===== config.mk =====
export PLATFORM = sky130hd
export DESIGN_NAME = ccm_blkgen
export DESIGN_NICKNAME = d
export VERILOG_FILES = /design/src/rtl/ccm_blkgen_pkg.sv /design/src/rtl/ccm_nonce_ring.sv /design/src/rtl/ccm_blk_index.sv /design/src/rtl/ccm_blk_seq.sv /design/src/rtl/ccm_blkgen.sv
export SDC_FILE = /design/constraint.sdc
export NUM_CORES = 1
export LEC_CHECK = 0
export ABC_AREA = 1
export BUFFER_PORTS_ARGS = -buffer_cell sky130_fd_sc_hd__buf_2
export CORE_AREA = 2 2 114 116
export CTS_CLUSTER_SIZE = 30
export DETAILED_ROUTE_END_ITERATION = 8
export DIE_AREA = 0 0 116 118
export MAX_ROUTING_LAYER = met4
export PLACE_DENSITY = 0.86
export SYNTH_ARGS = -nofsm -noshare
export SYNTH_HDL_FRONTEND = slang
export SYNTH_HIERARCHICAL = 1
export SYNTH_SLANG_ARGS = --single-unit
export TNS_END_PERCENT = 20

===== constraint.sdc =====
create_clock -name clk -period 1.88 [get_ports clk]
set_clock_uncertainty 0.2 [all_clocks]
set_input_delay 0.282 -clock clk [delete_from_list [all_inputs] [get_ports clk]]
set_output_delay 0.282 -clock clk [all_outputs]
set_load 0.02 [all_outputs]

===== src/rtl/ccm_blkgen_pkg.sv =====
package ccm_blkgen_pkg;

  typedef enum logic {
    KIND_B0  = 1'b0,
    KIND_CTR = 1'b1
  } blk_kind_e;

  // flag byte of the first authentication block, no associated data
  function automatic logic [7:0] b0_flag(int tag_bytes, int len_bytes);
    return 8'((((tag_bytes - 2) / 2) << 3) | (len_bytes - 1));
  endfunction

  // flag byte of a counter block
  function automatic logic [7:0] ctr_flag(int len_bytes);
    return 8'(len_bytes - 1);
  endfunction

  // byte idx (0 = most significant) of a len_bytes-wide field
  function automatic logic [7:0] field_byte(logic [63:0] val, int idx, int len_bytes);
    return 8'(val >> (8 * (len_bytes - 1 - idx)));
  endfunction

endpackage


===== src/rtl/ccm_nonce_ring.sv =====
module ccm_nonce_ring #(
  parameter int NB = 13
) (
  input  logic       clk,
  input  logic       rst_n,
  input  logic       ld,
  input  logic [7:0] ld_byte,
  input  logic       rot,
  output logic [7:0] head
);

  logic [7:0] q [NB];

  always_ff @(posedge clk or negedge rst_n) begin
    if (!rst_n) begin
      for (int k = 0; k < NB; k++) q[k] <= '0;
    end else if (ld) begin
      for (int k = 0; k < NB - 1; k++) q[k] <= q[k + 1];
      q[NB - 1] <= ld_byte;
    end else if (rot) begin
      for (int k = 0; k < NB - 1; k++) q[k] <= q[k + 1];
      q[NB - 1] <= q[0];
    end
  end

  assign head = q[0];

  AST_RING_HOLD: assert property (@(posedge clk) disable iff (!rst_n)
    !ld && !rot |=> $stable(head));
  AST_RING_SHIFT: assert property (@(posedge clk) disable iff (!rst_n)
    (ld || rot) |=> head == $past(q[1]));

endmodule


===== src/rtl/ccm_blk_index.sv =====
module ccm_blk_index #(
  parameter int FW = 16
) (
  input  logic          clk,
  input  logic          rst_n,
  input  logic          clr,
  input  logic          step,
  output logic [FW-1:0] idx
);

  always_ff @(posedge clk or negedge rst_n) begin
    if (!rst_n)    idx <= '0;
    else if (clr)  idx <= '0;
    else if (step) idx <= idx + FW'(1);
  end

  AST_IDX_CLR: assert property (@(posedge clk) disable iff (!rst_n)
    clr |=> idx == '0);
  AST_IDX_STEP: assert property (@(posedge clk) disable iff (!rst_n)
    step && !clr |=> idx == $past(idx) + FW'(1));
  AST_IDX_HOLD: assert property (@(posedge clk) disable iff (!rst_n)
    !step && !clr |=> $stable(idx));

endmodule


===== src/rtl/ccm_blk_seq.sv =====
module ccm_blk_seq
  import ccm_blkgen_pkg::*;
#(
  parameter int BLK = 16,
  parameter int NB  = 13,
  localparam int PW = $clog2(BLK)
) (
  input  logic          clk,
  input  logic          rst_n,
  input  logic          req_b0,
  input  logic          req_ctr,
  output logic          busy,
  output logic [PW-1:0] pos,
  output blk_kind_e     kind,
  output logic          ev_start,
  output logic          ev_last,
  output logic          ev_rot
);

  blk_kind_e kind_nxt;

  assign ev_start = !busy && (req_b0 || req_ctr);
  assign kind_nxt = req_b0 ? KIND_B0 : KIND_CTR;
  assign ev_last  = busy && (pos == PW'(BLK - 1));
  assign ev_rot   = busy && (pos >= PW'(1)) && (pos <= PW'(NB));

  always_ff @(posedge clk or negedge rst_n) begin
    if (!rst_n) begin
      busy <= 1'b0;
      pos  <= '0;
      kind <= KIND_B0;
    end else if (ev_start) begin
      busy <= 1'b1;
      pos  <= '0;
      kind <= kind_nxt;
    end else if (busy) begin
      if (ev_last) busy <= 1'b0;
      pos <= pos + PW'(1);
    end
  end

  AST_START: assert property (@(posedge clk) disable iff (!rst_n)
    ev_start |=> busy && pos == '0);
  AST_ADVANCE: assert property (@(posedge clk) disable iff (!rst_n)
    busy && !ev_last |=> busy && pos == $past(pos) + PW'(1));
  AST_END_IDLE: assert property (@(posedge clk) disable iff (!rst_n)
    ev_last |=> !busy);
  AST_KIND_HELD: assert property (@(posedge clk) disable iff (!rst_n)
    busy && !ev_last |=> $stable(kind));
  AST_B0_FIRST: assert property (@(posedge clk) disable iff (!rst_n)
    ev_start && req_b0 |=> kind == KIND_B0);

endmodule


===== src/rtl/ccm_blkgen.sv =====
module ccm_blkgen
  import ccm_blkgen_pkg::*;
#(
  parameter int NONCE_BYTES = 13,
  parameter int TAG_BYTES   = 4,
  localparam int BLK        = 16,
  localparam int LEN_BYTES  = BLK - 1 - NONCE_BYTES,
  localparam int FW         = 8 * LEN_BYTES,
  localparam int PW         = $clog2(BLK)
) (
  input  logic          clk,
  input  logic          rst_n,
  input  logic          nonce_ld,
  input  logic [7:0]    nonce_byte,
  input  logic          len_ld,
  input  logic [FW-1:0] len_val,
  input  logic          ctr_clr,
  input  logic          req_b0,
  input  logic          req_ctr,
  output logic          busy,
  output logic          out_valid,
  output logic [7:0]    out_byte,
  output logic          out_last
);

  localparam logic [7:0] FLAG_B0  = b0_flag(TAG_BYTES, LEN_BYTES);
  localparam logic [7:0] FLAG_CTR = ctr_flag(LEN_BYTES);

  logic [PW-1:0] pos;
  blk_kind_e     kind;
  logic          ev_start, ev_last, ev_rot, ev_ctr_end;
  logic          ring_ld, idx_clr;
  logic [7:0]    head;
  logic [FW-1:0] idx, len_q, fld;

  ccm_blk_seq #(.BLK(BLK), .NB(NONCE_BYTES)) u_seq (
    .clk(clk), .rst_n(rst_n), .req_b0(req_b0), .req_ctr(req_ctr),
    .busy(busy), .pos(pos), .kind(kind),
    .ev_start(ev_start), .ev_last(ev_last), .ev_rot(ev_rot)
  );

  assign ring_ld = nonce_ld && !busy;

  ccm_nonce_ring #(.NB(NONCE_BYTES)) u_ring (
    .clk(clk), .rst_n(rst_n), .ld(ring_ld), .ld_byte(nonce_byte),
    .rot(ev_rot), .head(head)
  );

  assign idx_clr    = ctr_clr && !busy;
  assign ev_ctr_end = ev_last && (kind == KIND_CTR);

  ccm_blk_index #(.FW(FW)) u_idx (
    .clk(clk), .rst_n(rst_n), .clr(idx_clr), .step(ev_ctr_end), .idx(idx)
  );

  always_ff @(posedge clk or negedge rst_n) begin
    if (!rst_n)                len_q <= '0;
    else if (len_ld && !busy)  len_q <= len_val;
  end

  assign fld = (kind == KIND_CTR) ? idx : len_q;

  always_comb begin
    if (!busy)                          out_byte = '0;
    else if (pos == '0)                 out_byte = (kind == KIND_CTR) ? FLAG_CTR : FLAG_B0;
    else if (pos <= PW'(NONCE_BYTES))   out_byte = head;
    else out_byte = field_byte(64'(fld), int'(pos) - 1 - NONCE_BYTES, LEN_BYTES);
  end

  assign out_valid = busy;
  assign out_last  = ev_last;

  AST_LEN_HOLD: assert property (@(posedge clk) disable iff (!rst_n)
    busy |=> $stable(len_q));
  AST_FLAG_BYTE: assert property (@(posedge clk) disable iff (!rst_n)
    out_valid && pos == '0 |-> out_byte == ((kind == KIND_CTR) ? 8'h01 : 8'h09));
  AST_LAST_VALID: assert property (@(posedge clk) disable iff (!rst_n)
    out_last |-> out_valid);

endmodule


==> results.md <==
* Total grt overflow at 0
* Endpoint type of the worst setup path: output pin
* Most frequent cells in the layout: 418 x nand2_1, 141 x dfrtp_1, 56 x inv_1
* Core Region at around 12000 sq um
* Slew @ Worst Pin at roughly 0.34 ns
* # IOs at 42
* Dpl cells at approximately 1000
* GP Congestion at about 0.89
* WL met1 at 6930 microns
* Hold Fails Final Rpt at 0
* Routed WL at ~18000 microns
* Arrival @ worst endpoint at between 2 and 2.5 ns
* Num CTS Buffers at 17
* First-pass GRT wire length at 29100 microns
* Register area share after synthesis at 0.535
* YS warnings at 6
* Final WS setup at -0.611 ns
* ANT nets after route at 0
* Vias per std cell at 5.22
* Top FF cell, synth: dfrtp_1
* Leakage at 4.81 nW
* WL/cell at roughly 16 microns
* HP Class: primary input to async pin
* Synth area leaders: dfrtp_1 54%, nand2_1 24%, inv_1 3.5%, nor2_1 3.0%, buf_4 2.4%
* Port bufs at between 40 and 50
* CTS H-tree depth at 4
* Critical path class: register to output pin
* Post-synth net total at roughly 900
* Smallest hold slack at 0.111 ns
* Ant. Diodes at 0
* Fraction of layout cells with a size suffix above 1 at 0.217
* Clock Sinks at between 100 and 150
* Reg clk slew, reported paths at 0.06 ns
* Vias in the first global route at 6035
* Post-synth ARST share at 1.00
* Layout net count at approximately 1000
* Max Cap Viol at 0
* Post-synth EDFFs at 0
* Via total after detailed routing at 5899
* Initial antenna violation count at 0
* Total Routing Usage GR at 0.284
* F_max at between 0.4 and 0.5 GHz
* Initial Utilization at 0.535
* Post-Place Worst Slack at -0.177 ns
* Die Wd at 116 microns
* Slew margin rel. at 0.775
* Rows at 41
* CTS Buffer Depth at 2
* Setup tns final at -29.03 ns
* Top sig layer: met4
* Yosys reg bits at 142
* Clock Latency Late Sink at between 0.4 and 0.5 ns
* P&R area growth vs syn at 32.8%
* Non-Filler Instances at 1129
* CTS root buf: clkbuf_16
* Mapped Area at 6640 sq um
* TritonRoute pass-1 iters at 5
* Yosys cell types at 33
* Mapped Cells at between 800 and 900
* Peak VDD IR at between 1 and 1.5 mV
* Detail Placement HPWL at ~9100 microns
* Failing checks: setup timing
* Metal2 WL at 9020 microns
* Startpoint Class: register
* Synth area leader: dfrtp_1
* Status: complete, but fails checks
* Critical Path RT at 1.40 ns
* Endpoints failing setup at about 130
* Period utilization at 1.32
* CP max FO at 5
* RSZ-0062 raised after global routing: yes
* Die area at between 10000 and 15000 sq um
* Syn_area_per_cell at just under 8 sq um
* Die Y at about 120 microns
* Largest net degree at the start of global routing at 44
* Commonest non-fill, non-tap cell in the layout: nand2_1
* Max-slew violations at 0
* Initial DRC count at approximately 540
* Drt drc at 0
* Routed wl met3 at around 1100 microns
* Min Tclk post-route at ~2.5 ns
* Synth top area share at 0.535
* CTS tree: done
* Power per cell area at between 1500 and 2000 nW/um^2
power by group:
part | total (mW) | internal (mW) | switching [mW] | leakage (nW)
logic | 6.98 | 3.20 | 3.77 | 2.60
clock network | 3.66 | 2.34 | 1.33 | 0.317
registers | 4.79 | 4.09 | 0.696 | 1.90
total | 15.4 | 9.63 | 5.79 | 4.81
Yosys cell counts (2+ instances only):
master   count
a21oi_1     30
a21oi_2      3
buf_2       10
buf_4       21
buf_6        8
dfrtp_1    142
ha_1         7
inv_1       62
inv_2        5
nand2_1    433
nand2_2     11
nand3_1     24
nand4_1      3
nor2_1      53
nor2_2       2
nor2_4       2
nor2_8       2
nor3_1       2
o21ai_0      6
o21ai_1      2
worst max-delay path, stage by stage (launching register included):
cell     delay [ns]
dfrtp_1        0.36
buf_6          0.13
inv_8          0.04
ha_4           0.26
inv_2          0.03
nand2_2        0.07
nand2_4        0.07
nor2_8         0.14
buf_12         0.15
nand2_4        0.05
a21oi_4        0.15
buf_6          0.13
logic make-up (layout without fill, tap and decap cells):
family	after synthesis	after routing	synth area share
AND/OR/NAND/NOR	536	536	0.325
buffers and inverters	109	225	0.0872
adder cells (fa/ha/maj)	7	7	0.0132
XOR/XNOR	2	2	0.00264
AO/OA/AOI/OAI	45	45	0.0371
flip-flops	142	142	0.535
timing repair:
action                                 CTS  global route
endpoints found under the hold margin  171             0
gates cloned                            10             0
hold buffers                            27             0
pin swaps                               19            12
setup endpoints to repair              122           128
setup buffers                           10             6
gates resized for setup                 62            19
per-stage QoR:
stage | area, sq um | total power [mW] | utilization
floorplan | 6780 | 8.25 | -
global placement | 7210 | 9.16 | 0.581
detailed placement | 7210 | 9.34 | 0.581
CTS | 8690 | 15.1 | 0.700
global route | 8820 | 16.2 | 0.710
finish | 8820 | 15.4 | 0.710
layer usage:
| metal | vias to the layer above | track usage |
|---|---|---|
| li1 | 2756 | - |
| met1 | 2817 | 0.337 |
| met2 | 264 | 0.459 |
| met3 | 62 | 0.0705 |
| met4 | 0 | 0.119 |
| met5 | - | - |
layout make-up:
cell class / count / area (sq um)
Clock buffer: 20 / 467
Clock inverter: 12 / 181
Fill cell: 836 / 3600
Inverter: 69 / 282
Multi-Input combinational cell: 590 / 2820
Sequential cell: 142 / 3550
Tap cell: 172 / 215
Timing Repair Buffer: 124 / 1300
registers in the layout, summed over array words and instances, names as in the netlist:
name,flops
len_q,16
u_idx/idx,16
u_ring/head,8
u_ring/q,96
u_seq/busy,1
u_seq/kind,1
u_seq/pos,4
worst paths after layout:
path,start,to,slack [ns],cells after the start
worst min register to register,u_ring/q[38],u_ring/q[46],0.27,2
worst max register to register,u_seq/pos[1],u_ring/q[77],-0.33,12
worst min-delay path,rst_n,u_seq/pos[3],0.11,2
min in group clk,ctr_clr,u_idx/idx[2],0.17,5
worst max-delay path,u_seq/pos[0],out_byte[5],-0.61,11
max in group asynchronous,rst_n,u_ring/q[31],0.82,3
(Power assumes the default switching activity.)
